### config.mk
export PLATFORM = sky130hd
export DESIGN_NAME = pgstream_port
export DESIGN_NICKNAME = d
export VERILOG_FILES = /design/src/rtl/pgstream_pkg.sv /design/src/rtl/pgstream_decode.sv /design/src/rtl/pgstream_cursor.sv /design/src/rtl/pgstream_memport.sv /design/src/rtl/pgstream_port.sv
export SDC_FILE = /design/constraint.sdc
export NUM_CORES = 1
export LEC_CHECK = 0
export BUFFER_PORTS_ARGS = -buffer_cell sky130_fd_sc_hd__buf_2
export CELL_PAD_IN_SITES_DETAIL_PLACEMENT = 1
export CELL_PAD_IN_SITES_GLOBAL_PLACEMENT = 1
export CORE_MARGIN = 2
export CORE_UTILIZATION = 30
export CTS_CLUSTER_SIZE = 8
export DETAILED_ROUTE_END_ITERATION = 6
export GPL_TIMING_DRIVEN = 0
export HOLD_SLACK_MARGIN = 0.03
export PLACE_DENSITY = 0.69
export SYNTH_ARGS = -nofsm -noshare
export SYNTH_HDL_FRONTEND = slang
export SYNTH_HIERARCHICAL = 1
export SYNTH_SLANG_ARGS = --single-unit
### constraint.sdc
create_clock -name clk -period 6.6 [get_ports clk]
set_input_delay 1.32 -clock clk [delete_from_list [all_inputs] [get_ports clk]]
set_output_delay 1.32 -clock clk [all_outputs]
set_load 0.01 [all_outputs]
### src/rtl/pgstream_pkg.sv
`timescale 1ns/1ps
// Shared constants for the paged stream port.
// Assumes target order: hidden weights, hidden bias, output weights,
// output bias, input buffer; mode code k+1 selects target k.
package pgstream_pkg;
    localparam int ADDR_W  = 16;
    localparam int DATA_W  = 8;
    localparam int MODE_W  = 8;
    localparam int NUM_TGT = 5;
    localparam int CFG_W   = 3;

    // Bit positions inside the settings write select.
    localparam int CFG_MODE_BIT = 0;
    localparam int CFG_ADDR_BIT = 1;
    localparam int CFG_LEN_BIT  = 2;

    // Depth of target k, derived from the three layer widths.
    function automatic int unsigned tgt_depth(input int k, input int n_in,
                                              input int n_hid, input int n_out);
        case (k)
            0:       return n_hid * n_in;
            1:       return n_hid;
            2:       return n_out * n_hid;
            3:       return n_out;
            default: return n_in;
        endcase
    endfunction
endpackage

### src/rtl/pgstream_decode.sv
`timescale 1ns/1ps
// Target decoder: turns the mode code and current address into a
// one-hot "address fits target k" vector and a "mode is known" flag.
// Assumes each target depth fits in the address width.
module pgstream_decode
    import pgstream_pkg::*;
#(
    parameter int N_IN  = 41,
    parameter int N_HID = 100,
    parameter int N_OUT = 200,
    parameter int NT    = NUM_TGT,
    parameter int AW    = ADDR_W,
    parameter int MW    = MODE_W
) (
    input  logic [MW-1:0] mode_i,
    input  logic [AW-1:0] addr_i,
    output logic [NT-1:0] fit_o,
    output logic          known_o
);
    logic [NT-1:0] hit;

    // One comparator pair per target, depth computed from the widths.
    for (genvar k = 0; k < NT; k++) begin : g_tgt
        localparam int unsigned DEPTH = tgt_depth(k, N_IN, N_HID, N_OUT);
        localparam logic [MW-1:0] CODE = MW'(k + 1);
        assign hit[k]   = (mode_i == CODE);
        assign fit_o[k] = hit[k] && (32'(addr_i) < DEPTH);
    end

    assign known_o = |hit;


    always_comb begin
        fit_known_chk: assert ((fit_o == '0) || (known_o && $onehot(fit_o)));
    end
endmodule

### src/rtl/pgstream_cursor.sv
`timescale 1ns/1ps
// Settings and cursor registers: mode, address, remaining count and the
// refused-access flag. Settings writes win over strobes in the same cycle.
// Assumes the top only raises take/bad when no settings write is present.
module pgstream_cursor
    import pgstream_pkg::*;
#(
    parameter int AW = ADDR_W,
    parameter int MW = MODE_W,
    parameter int CW = CFG_W
) (
    input  logic          clk,
    input  logic          rst_n,
    input  logic [CW-1:0] cfg_we_i,
    input  logic [AW-1:0] cfg_wdata_i,
    input  logic          acc_req_i,
    input  logic          acc_take_i,
    input  logic          acc_bad_i,
    output logic [MW-1:0] mode_o,
    output logic [AW-1:0] addr_o,
    output logic [AW-1:0] len_o,
    output logic          err_o,
    output logic          len_nz_o
);
    logic [MW-1:0] mode_q;
    logic [AW-1:0] addr_q;
    logic [AW-1:0] len_q;
    logic          err_q;
    logic          cfg_any;

    assign cfg_any = |cfg_we_i;

    // Mode register: loaded from the low byte of the settings value.
    always_ff @(posedge clk) begin
        if (!rst_n)
            mode_q <= '0;
        else if (cfg_we_i[CFG_MODE_BIT])
            mode_q <= cfg_wdata_i[MW-1:0];
    end

    // Address register: loaded by settings, advanced by accepted bytes.
    always_ff @(posedge clk) begin
        if (!rst_n)
            addr_q <= '0;
        else if (cfg_we_i[CFG_ADDR_BIT])
            addr_q <= cfg_wdata_i;
        else if (acc_take_i && !cfg_any)
            addr_q <= addr_q + AW'(1);
    end

    // Count register: loaded by settings, reduced by accepted bytes.
    always_ff @(posedge clk) begin
        if (!rst_n)
            len_q <= '0;
        else if (cfg_we_i[CFG_LEN_BIT])
            len_q <= cfg_wdata_i;
        else if (acc_take_i && !cfg_any)
            len_q <= len_q - AW'(1);
    end

    // Error flag: set by refused strobes, cleared by any settings write.
    always_ff @(posedge clk) begin
        if (!rst_n)
            err_q <= 1'b0;
        else if (cfg_any)
            err_q <= 1'b0;
        else if (acc_bad_i)
            err_q <= 1'b1;
    end

    assign mode_o   = mode_q;
    assign addr_o   = addr_q;
    assign len_o    = len_q;
    assign err_o    = err_q;
    assign len_nz_o = (len_q != '0);


    len_dec_chk: assert property (@(posedge clk) disable iff (!rst_n)
        acc_take_i |=> (len_q == $past(len_q) - AW'(1)) && (addr_q == $past(addr_q) + AW'(1)));


    idle_hold_chk: assert property (@(posedge clk) disable iff (!rst_n)
        (acc_req_i && !len_nz_o) |=> $stable(addr_q) && $stable(len_q) && ($past(err_q) || !err_q));


    err_cause_chk: assert property (@(posedge clk) disable iff (!rst_n)
        $rose(err_q) |-> $past(acc_bad_i));


    err_clr_chk: assert property (@(posedge clk) disable iff (!rst_n)
        cfg_any |=> !err_q);
endmodule

### src/rtl/pgstream_memport.sv
`timescale 1ns/1ps
// Memory port and read buffer. Drives the shared address/data and the
// per-target enables for accepted strobes and for prefetch reads, then
// captures the one-cycle-late read data into a byte buffer.
// Assumes no strobe arrives in the two cycles after a kick.
module pgstream_memport
    import pgstream_pkg::*;
#(
    parameter int NT = NUM_TGT,
    parameter int AW = ADDR_W,
    parameter int DW = DATA_W
) (
    input  logic             clk,
    input  logic             rst_n,
    input  logic             kick_i,
    input  logic             take_i,
    input  logic             we_i,
    input  logic [DW-1:0]    wdata_i,
    input  logic [AW-1:0]    addr_i,
    input  logic [NT-1:0]    fit_i,
    input  logic             ready_i,
    output logic [NT-1:0]    mem_en_o,
    output logic             mem_we_o,
    output logic [AW-1:0]    mem_addr_o,
    output logic [DW-1:0]    mem_wdata_o,
    input  logic [NT*DW-1:0] mem_rdata_i,
    output logic [DW-1:0]    rdata_o
);
    logic                   pf_req_q;
    logic                   issue;
    logic                   cap_q;
    logic [NT-1:0]          cap_sel_q;
    logic [NT-1:0][DW-1:0]  lane;
    logic [DW-1:0]          picked;
    logic [DW-1:0]          rbuf_q;

    // Prefetch request: raised the cycle after any settings change or byte.
    always_ff @(posedge clk) begin
        if (!rst_n)
            pf_req_q <= 1'b0;
        else
            pf_req_q <= kick_i;
    end

    assign issue = pf_req_q && (|fit_i) && !take_i;

    // Capture tracker: remembers which target a prefetch read went to.
    always_ff @(posedge clk) begin
        if (!rst_n) begin
            cap_q     <= 1'b0;
            cap_sel_q <= '0;
        end else begin
            cap_q <= issue;
            if (issue)
                cap_sel_q <= fit_i;
        end
    end

    // Read lane gating per target.
    for (genvar k = 0; k < NT; k++) begin : g_lane
        assign lane[k] = cap_sel_q[k] ? mem_rdata_i[k*DW +: DW] : '0;
    end

    // OR-merge of the gated lanes.
    always_comb begin
        picked = '0;
        for (int k = 0; k < NT; k++)
            picked = picked | lane[k];
    end

    // Read buffer: holds the prefetched byte until the next capture.
    always_ff @(posedge clk) begin
        if (!rst_n)
            rbuf_q <= '0;
        else if (cap_q)
            rbuf_q <= picked;
    end

    // Shared memory-side drive for strobes and prefetches.
    always_comb begin
        mem_en_o    = (take_i || issue) ? fit_i : '0;
        mem_we_o    = take_i && we_i;
        mem_addr_o  = addr_i;
        mem_wdata_o = (take_i && we_i) ? wdata_i : '0;
    end

    assign rdata_o = ready_i ? rbuf_q : '0;


    en_onehot_chk: assert property (@(posedge clk) disable iff (!rst_n)
        $onehot0(mem_en_o));


    we_en_chk: assert property (@(posedge clk) disable iff (!rst_n)
        mem_we_o |-> (mem_en_o != '0));


    cap_follow_chk: assert property (@(posedge clk) disable iff (!rst_n)
        (mem_en_o != '0 && !mem_we_o) |=> cap_q || $past(take_i));
endmodule

### src/rtl/pgstream_port.sv
`timescale 1ns/1ps
// Paged memory stream port: one byte-wide stream in front of five
// parameter memories selected by mode code, with auto-advancing address
// and a remaining-count limit. Assumes the host leaves two idle cycles
// after every strobe or settings write.
module pgstream_port
    import pgstream_pkg::*;
#(
    parameter int N_IN  = 41,
    parameter int N_HID = 100,
    parameter int N_OUT = 200,
    parameter int NT    = NUM_TGT,
    parameter int AW    = ADDR_W,
    parameter int DW    = DATA_W,
    parameter int MW    = MODE_W,
    parameter int CW    = CFG_W
) (
    input  logic             clk,
    input  logic             rst_n,
    input  logic [CW-1:0]    cfg_we_i,
    input  logic [AW-1:0]    cfg_wdata_i,
    input  logic             rd_i,
    input  logic             wr_i,
    input  logic [DW-1:0]    wdata_i,
    output logic [DW-1:0]    rdata_o,
    output logic [AW-1:0]    addr_o,
    output logic [AW-1:0]    len_o,
    output logic             err_o,
    output logic [NT-1:0]    mem_en_o,
    output logic             mem_we_o,
    output logic [AW-1:0]    mem_addr_o,
    output logic [DW-1:0]    mem_wdata_o,
    input  logic [NT*DW-1:0] mem_rdata_i
);
    logic [MW-1:0] mode;
    logic [AW-1:0] addr;
    logic [NT-1:0] fit;
    logic          known;
    logic          len_nz;
    logic          acc_req;
    logic          acc_take;
    logic          acc_bad;
    logic          kick;

    // Strobe classification: settings writes drop a same-cycle strobe.
    always_comb begin
        acc_req  = (rd_i || wr_i) && (cfg_we_i == '0);
        acc_take = acc_req && len_nz && (|fit);
        acc_bad  = acc_req && len_nz && !(|fit);
        kick     = (cfg_we_i != '0) || acc_take;
    end

    pgstream_decode #(
        .N_IN (N_IN),
        .N_HID(N_HID),
        .N_OUT(N_OUT),
        .NT   (NT),
        .AW   (AW),
        .MW   (MW)
    ) decode_i (
        .mode_i (mode),
        .addr_i (addr),
        .fit_o  (fit),
        .known_o(known)
    );

    pgstream_cursor #(
        .AW(AW),
        .MW(MW),
        .CW(CW)
    ) cursor_i (
        .clk        (clk),
        .rst_n      (rst_n),
        .cfg_we_i   (cfg_we_i),
        .cfg_wdata_i(cfg_wdata_i),
        .acc_req_i  (acc_req),
        .acc_take_i (acc_take),
        .acc_bad_i  (acc_bad),
        .mode_o     (mode),
        .addr_o     (addr),
        .len_o      (len_o),
        .err_o      (err_o),
        .len_nz_o   (len_nz)
    );

    pgstream_memport #(
        .NT(NT),
        .AW(AW),
        .DW(DW)
    ) memport_i (
        .clk        (clk),
        .rst_n      (rst_n),
        .kick_i     (kick),
        .take_i     (acc_take),
        .we_i       (wr_i),
        .wdata_i    (wdata_i),
        .addr_i     (addr),
        .fit_i      (fit),
        .ready_i    (len_nz && (|fit)),
        .mem_en_o   (mem_en_o),
        .mem_we_o   (mem_we_o),
        .mem_addr_o (mem_addr_o),
        .mem_wdata_o(mem_wdata_o),
        .mem_rdata_i(mem_rdata_i),
        .rdata_o    (rdata_o)
    );

    assign addr_o = addr;


    unknown_mode_chk: assert property (@(posedge clk) disable iff (!rst_n)
        (acc_req && len_nz && !known) |-> (mem_en_o == '0) ##1 err_o);
endmodule

# Word level (Yosys, flattened, before mapping)
# Cells that the tools add are included.
dict set report classes {
  addsub 2
  magnitude_cmp 5
  eq_ne 5
  mux 12
  bitwise_logic 5
  reduce_logical 28
}
# operator count
set op_table {}
lappend op_table {{$mux W16} 4}
lappend op_table {{$mux W8} 7}
lappend op_table {{$or A8 B8 Y8} 4}
lappend op_table {{$add A16 B1 Y16 const B} 1}
lappend op_table {{$eq A8 B2 Y1 const B} 2}
lappend op_table {{$eq A8 B3 Y1 const B} 2}
lappend op_table {{$lt A16 B13 Y1 const B} 1}
lappend op_table {{$lt A16 B15 Y1 const B} 1}
lappend op_table {{$lt A16 B6 Y1 const B} 1}
lappend op_table {{$lt A16 B7 Y1 const B} 1}
lappend op_table {{$lt A16 B8 Y1 const B} 1}
lappend op_table {{$reduce_bool A16 Y1} 1}
lappend op_table {{$sub A16 B1 Y16 const B} 1}
lappend op_table {{$logic_and A1 B1 Y1} 14}
lappend op_table {{$eq A8 B1 Y1 const B} 1}
lappend op_table {{$mux W5} 1}
lappend op_table {{$reduce_or A5 Y1} 1}
lappend op_table {{$reduce_bool A2 Y1} 2}
lappend op_table {{$reduce_or A4 Y1} 1}
lappend op_table {{$logic_not A1 Y1} 3}
lappend op_table {{$logic_not A3 Y1} 1}
lappend op_table {{$logic_or A1 B1 Y1} 3}
lappend op_table {{$reduce_bool A3 Y1} 1}
lappend op_table {{$reduce_or A3 Y1} 1}
lappend op_table {{$not A1 Y1} 1}
dict set report word_totals {
  register_bits 56
  input_bits 71
}

# Depth between registers and ports, before layout
# Gate-level depths: netlist of the first run.
dict set report logic_depth {
  depth_word 8
  depth_mapped 14
  mapped_depth_nobuf 11
}

# Cells and area by module
# Netlist of the first run, hierarchy kept.
# mod instances cells_per_inst area_each_um2 seq_area_each_um2
set modules_own_cells {}
lappend modules_own_cells {pgstream_cursor 1 274 2230.9 820.8}
lappend modules_own_cells {pgstream_memport 1 120 988.4 300.3}
lappend modules_own_cells {pgstream_decode 1 35 236.5 0.0}
lappend modules_own_cells {pgstream_port 1 10 70.1 0.0}

# Worst setup path before layout of the first run
# OpenSTA, ideal clock, no wires.
dict set report synth_path {
  path_type {flip-flop to output port}
  from {reg cursor_i.mode_q[6] (netlist: cursor_i/mode_o[6])}
  to {out mem_en_o[0]}
  arrival_ps 3294
  t_required_ps 5280
  path_slack_ps 1986
  stages_incl_launch_ff 10
  n_path_buf 1
  cell_sequence {dfxtp_1 nor4_1 nand2b_1 a2111oi_0 or4_4 nor2_4 nor2_1 clkbuf_1 nor2_1 nor2b_1}
}
dict set report synth_via {
  elab_chain_len 8
  elab_cells_between_ends 17
  classes_between {eq/ne (5); mux (1); reduce/logical (11)}
}
# item line_no
set synth_lines {}
lappend synth_lines {{start, declared} pgstream_cursor.sv:25} ;# logic [MW-1:0] mode_q;
lappend synth_lines {{start signal, assigned} pgstream_cursor.sv:38} ;# mode_q <= cfg_wdata_i[MW-1:0];
lappend synth_lines {{$eq A8 B2 Y1 (*)} pgstream_decode.sv:26} ;# assign hit[k] = (mode_i == CODE);
lappend synth_lines {{$logic_and A1 B1 Y1 (*)} pgstream_decode.sv:27} ;# assign fit_o[k] = hit[k] && (32'(addr_i) < DEPTH);
lappend synth_lines {{via fit[2]} pgstream_port.sv:37} ;# logic [NT-1:0] fit;
lappend synth_lines {{$reduce_or A5 Y1 (*)} pgstream_port.sv:48} ;# acc_take = acc_req && len_nz && (|fit);
lappend synth_lines {{$logic_and A1 B1 Y1 (*)} pgstream_port.sv:48}
lappend synth_lines {{via acc_take} pgstream_port.sv:41} ;# logic acc_take;
lappend synth_lines {{$logic_not A1 Y1} pgstream_memport.sv:45} ;# assign issue = pf_req_q && (|fit_i) && !take_i;
lappend synth_lines {{$logic_and A1 B1 Y1} pgstream_memport.sv:45}
lappend synth_lines {{$logic_or A1 B1 Y1 (*)} pgstream_memport.sv:81} ;# mem_en_o = (take_i || issue) ? fit_i : '0;
lappend synth_lines {{$mux W5 (*)} pgstream_memport.sv:81}
lappend synth_lines {{end, declared} pgstream_port.sv:29} ;# output logic [NT-1:0] mem_en_o,
# Mark *: on every way through the listed nets, which the timed path passes. The rest lies on a longest branch.

# Final worst setup path of the first run
# Same ends and word-level chain as after synthesis.

==> impl_metrics.tcl, run 1 <==
set metrics [dict create \
    status "complete, no violations" \
    ir_drop_v 0.0001334 \
    num_io_pins 142 \
    reg2reg_from "cursor_i/mode_o[6]" \
    finalMaxSlewViolations 0 \
    path_class "flip-flop to output port" \
    report.final.setup_viol 0 \
    cp-start-kind "flip-flop" \
    grt_max_degree 18 \
    dieArea_um2 12570 \
    ant_nets 0 \
    path_delay_family "simple AND/OR/NAND/NOR gates" \
    root_buffer "clkbuf_16" \
    hold_path_class "flip-flop to flip-flop" \
    slowest_delay_ps 880 \
    relSlewSlack_pct 33.63 \
    finalWorstSetupSlack_ps 1484 \
    core_um2 11420 \
    worstPathRequired_ps 5280 \
    antennaDiodeCount 0 \
    max_freq_mhz 195.5 \
    path_clk_slew_ps 70 \
    std_cell_rows 39 \
    cap_violations 0 \
    ys.warnings.count 6 \
    avgViaCountPerCell 5.553 \
    drc 0 \
    dp_hpwl_mm 10.40 \
    cpMostUsedCell "nor2_1" \
    grt-ovfl-total 0 \
    insertion_delay_ps 290 \
    synthCells 436 \
    leakage_nw 1.995 \
    ctsHoldBuffers 0 \
    cts-htree-levels 2 \
    wirelength_mm 13.20 \
    startpoint "cursor_i/mode_o[6]" \
    worst_pin_slew_ps 993.7 \
    clock_sinks 56 \
    slowest_stage "a2111oi_2" \
    cp_data_arrival_time_ps 3800 \
    post_cts_resized 0 \
    dr.pass1.iters 5 \
    port_buffers 141 \
    die_h_um 112.1 \
    clock_path_buffers 2 \
    netlist_area_um2 3507 \
    vias 4048 \
    start_util_pct 30.71 \
    pwr_density_cell_nw_per_um2 184.5 \
    crit_path_cell_trace "nor4_1 > nand2b_1 > a2111oi_2 > or4_4 > nor2_4 > nor2_1 > clkbuf_1 > nor2_1 > nor2b_1 > buf_2" \
    critical_path.max_fanout 10 \
    grt_pass1_vias 4003 \
    antenna_found_initial 0 \
    path_buf_inv 2 \
    fin_nets 658 \
    dr.first_iter.drc_count 267 \
    crit_path_end_kind "output port" \
    cts_tree "done" \
    place_ws_ps 1765 \
    n_fill_cell 1443 \
    rsz0062_at_grt "false" \
    gp_congestion 0.8362 \
    worst_clock_skew_ps 4.388 \
    cts_setup_buffers 0 \
    dieWidth_um 112.1 \
    synth_area_per_cell_um2 8.044 \
    grt_pass1_wl_mm 21.43 \
    layout-drive-gt1-share_pct 32.25 \
    power.total_mw 0.8448 \
    area_growth_pct 30.57 \
    hp-start "cursor_i/mode_o[5]" \
    grtUsageTotal_pct 20.69 \
    cts_inserted_buffers 5 \
    min_period_ps 5116 \
    detail_route.wl_per_cell_um 18.11 \
    synth_nets 509 \
    setup_tns_ps 0 \
    fin_crit_sh_pct 77.52 \
    finalHoldViolCount 0 \
]
## layout make-up
class,instances,area (µm²),share of cell area (%)
clock buffers,6,128.9,2.814
inverters,12,45.04,0.9836
plain buffers,44,234.0,5.109
flip-flops and latches,56,1121,24.48
clock inverters,2,38.79,0.8470
multi-input cells,324,2120,46.28
repair buffers,142,713.2,15.57
well taps,143,178.9,3.907
## routing by layer
| metal | track usage, % | up-vias | wire length, µm |
|---|---|---|---|
| met2 | 34.86 | 139 | 6254 |
| li1 | - | 1946 | - |
| met5 | 0 | - | 0 |
| met3 | 3.294 | 16 | 766 |
| met1 | 28.17 | 1947 | 6030 |
| met4 | 4.228 | 0 | 150 |
## metrics by stage
step                      cell area [µm²]  cells  hold WS [ps]  util [%]
after floorplan                      3507    436         460.8         -
after global placement               4392    720         477.6     38.46
after detailed placement             4412    721         495.2     38.64
after CTS                            4579    729         514.7     40.11
after global routing                 4579    729         545.5     40.11
final                                4579    729         511.1     40.11
## worst reg2reg max path: stages, from the launching register on
cell and delay, ps:
dfxtp_1 320, nor4_1 520, nand2b_1 240, a2111oi_2 890, or4_4 300, nor2_4 40
nor2_1 460, or4b_1 520, clkbuf_1 250, clkbuf_1 360, o41ai_1 430, nand2_1 100
o31ai_1 100
## placed cells by master (no fill, tap or decap), drive strengths merged, types with 5 or more instances in the layout
cell      n
nor2     40
inv      13
nor4b     5
or4       9
nor4     17
nand3    12
clkbuf   24
or3      10
a21boi    6
and2     10
buf     168
nor3      7
o31ai     5
a21oi    16
a31oi    19
and3      9
nand2b    5
a22oi    10
a222oi   10
nand4     5
dfxtp    56
mux2i     9
o21ai    28
nand2    29
nor2b     8
nor3b     7
## final timing paths
| path | cells past startpoint | endpoint | slack [ps] |
|---|---|---|---|
| worst min register to register | 2 | cursor_i/mode_o[5] | 510 |
| worst max-delay path | 10 | mem_en_o[0] | 1480 |
| worst max register to register | 12 | cursor_i/addr_o[7] | 2000 |
| worst min-delay path | 2 | cursor_i/mode_o[5] | 510 |
## where the power goes
part | switching [mW] | internal (mW) | leakage (nW)
logic | 0.0869 | 0.0693 | 1.45
registers | 0.0278 | 0.354 | 0.460
clock network | 0.126 | 0.181 | 0.0815
total | 0.241 | 0.604 | 1.99
## registers in the layout, summed over array words and instances, names as in the netlist
register,cells
memport_i/rbuf_q,8
cursor_i/err_o,1
cursor_i/mode_o,8
memport_i/cap_sel_q,5
cursor_i/len_o,16
memport_i/pf_req_q,1
memport_i/cap_q,1
cursor_i/addr_o,16
(Power assumes the default switching activity.)
==> inputs of run 2 (changes only) <==
- PLACE_DENSITY: 0.69 -> 0.72
- clock period: 6.6 -> 4.39 ns (I/O delays scaled with it)
==> run 2 against run 1 <==
- sequential power increased by 51%
- setup slack lost 1300 ps
- die area did not move
- utilization increased by 1.1 points
- sequential cell count is the same
- first-iteration DRC count is 14% lower
- non-clock buffer count grew 6
- largest cell class unchanged
==> impl_metrics.tcl, run 2 (synthesis gave the netlist of run 1 again) <==
set metrics [dict create \
    cp_data_arrival_time_ps 3310 \
    setup_tns_ps 0 \
    root_buffer "clkbuf_16" \
    ctsHoldBuffers 0 \
    regToRegEndpoint "cursor_i/addr_o[7]" \
    std_cell_rows 39 \
    layout_common_cells "buf_2 (147), dfxtp_1 (56), nor2_1 (38)" \
    cp-start-kind "flip-flop" \
    grt-ovfl-total 0 \
    path_clk_slew_ps 70 \
    cap_violations 0 \
    max_freq_mhz 238.8 \
    drc 0 \
    hp-start "memport_i/rbuf_q[6]" \
    num_io_pins 142 \
    crit_path_end_kind "output port" \
    dr.pass1.iters 4 \
    finalMaxSlewViolations 0 \
    finalHoldViolCount 0 \
    grt_pass1_vias 4228 \
    hold_path_class "flip-flop to flip-flop" \
    die_h_um 112.1 \
    cts_inserted_buffers 5 \
    detail_route.wl_per_cell_um 18.41 \
    grtUsageTotal_pct 20.73 \
    clock_path_buffers 2 \
    port_buffers 141 \
    cpMostUsedCell "nor2_4" \
    clock_sinks 56 \
    ff2ff_setup_slack_ps 360 \
    whs_ps 529.8 \
    path_class "flip-flop to output port" \
    fin_crit_sh_pct 95.40 \
    final_util_pct 41.20 \
    cts_tree "done" \
    report.final.setup_viol 0 \
    regArea_um2 1121 \
    reg2reg_from "cursor_i/addr_o[5]" \
    slowest_stage "a2111oi_4" \
    ant_nets 0 \
    placed_cells_incl_taps 721 \
    critical_path.max_fanout 10 \
    slowest_delay_ps 530 \
    reg2reg_depth 12 \
    wirelength_mm 13.53 \
    dieWidth_um 112.1 \
    dr.first_iter.drc_count 230 \
    vias 4021 \
    worst_clock_skew_ps 8.310 \
    insertion_delay_ps 290 \
    core_um2 11420 \
    layout-drive-gt1-share_pct 33.78 \
    worstPathRequired_ps 3510 \
    power.total_mw 1.282 \
    avgViaCountPerCell 5.471 \
    grt_max_degree 17 \
    pwr_density_cell_nw_per_um2 272.4 \
    fin_nets 664 \
    multi_input_comb_area_um2 2203 \
    min_to "memport_i/rbuf_q[6]" \
    crit_path_cell_trace "or3_1 > nand4bb_1 > a2111oi_4 > or4_4 > nor2_4 > nor2_4 > clkbuf_1 > nor2_1 > nor2b_1 > buf_2" \
    min_period_ps 4188 \
    dp_hpwl_mm 10.45 \
    ir_drop_v 0.0001788 \
    gp_congestion 0.8746 \
    n_fill_cell 1455 \
    hold_depth 2 \
    antenna_found_initial 0 \
    worst_pin_slew_ps 688.6 \
    cts-htree-levels 2 \
    final_cells 735 \
    dieArea_um2 12570 \
    grt_pass1_wl_mm 21.42 \
    antennaDiodeCount 0 \
    leakage_nw 2.043 \
    area_growth_pct 34.14 \
    status "complete, no violations" \
    start_util_pct 30.71 \
    relSlewSlack_pct 54.09 \
    final_common_cell "buf_2" \
]
-- run 2: area by class of cell --
| class | count | share of cell area [%] |
|---|---|---|
| well taps | 143 | 3.803 |
| clock inverters | 2 | 0.7447 |
| inverters | 12 | 0.9574 |
| clock buffers | 6 | 2.739 |
| plain buffers | 44 | 4.973 |
| repair buffers | 148 | 16.12 |
| multi-input cells | 324 | 46.84 |
| flip-flops and latches | 56 | 23.83 |
-- run 2: worst max path at each step --
stage / cells after the start / from / end / slack, ps
floorplan: 11 / cursor_i/mode_o[6] / cursor_i/addr_o[14] / 210
global placement: 12 / cursor_i/mode_o[6] / cursor_i/addr_o[7] / -1230
detailed placement: 12 / cursor_i/mode_o[6] / cursor_i/addr_o[7] / -200
CTS: 10 / cursor_i/mode_o[6] / mem_en_o[2] / 10
global route: 10 / cursor_i/addr_o[4] / mem_en_o[2] / -10
finish: 10 / cursor_i/addr_o[5] / mem_en_o[2] / 200
-- run 2: report_power, final --
part	total, mW	internal (mW)	switching (mW)	leakage [nW]
Clock	0.462	0.269	0.192	0.0808
Sequential	0.575	0.532	0.0437	0.460
Combinational	0.244	0.108	0.136	1.50
-- run 2: what timing repair did --
item                                    CTS  global route
endpoints found under the setup margin   31            16
gates resized for setup                   5             6
buffers inserted                          0             6
pin swaps                                 2             2
-- run 2: worst max-delay path, delay by kind of cell (launching register included) --
family                 cells  cell delay, ps
buffers and inverters      2             460
AND/OR/NAND/NOR            7            1580
AO/OA/AOI/OAI              1             530
flip-flops                 1             440
-- run 2: metrics by stage --
stage / worst slack (ps) / area [µm²]
2_1_floorplan: 206.5 / 3507
3_3_place_gp: -1226 / 4392
3_5_place_dp: -199.4 / 4412
4_1_cts: 10.42 / 4614
5_1_grt: -13.35 / 4705
6_report: 202.2 / 4705
-- run 2: layer usage --
layer | up-vias | part of all wire, % | wire (µm) | global-route usage (%)
met5 | - | 0 | 0 | 0
met2 | 143 | 51 | 6871 | 37.83
met3 | 15 | 7.2 | 977 | 4.050
li1 | 1964 | - | - | -
met1 | 1899 | 41 | 5500 | 24.77
met4 | 0 | 1.4 | 183 | 5.691
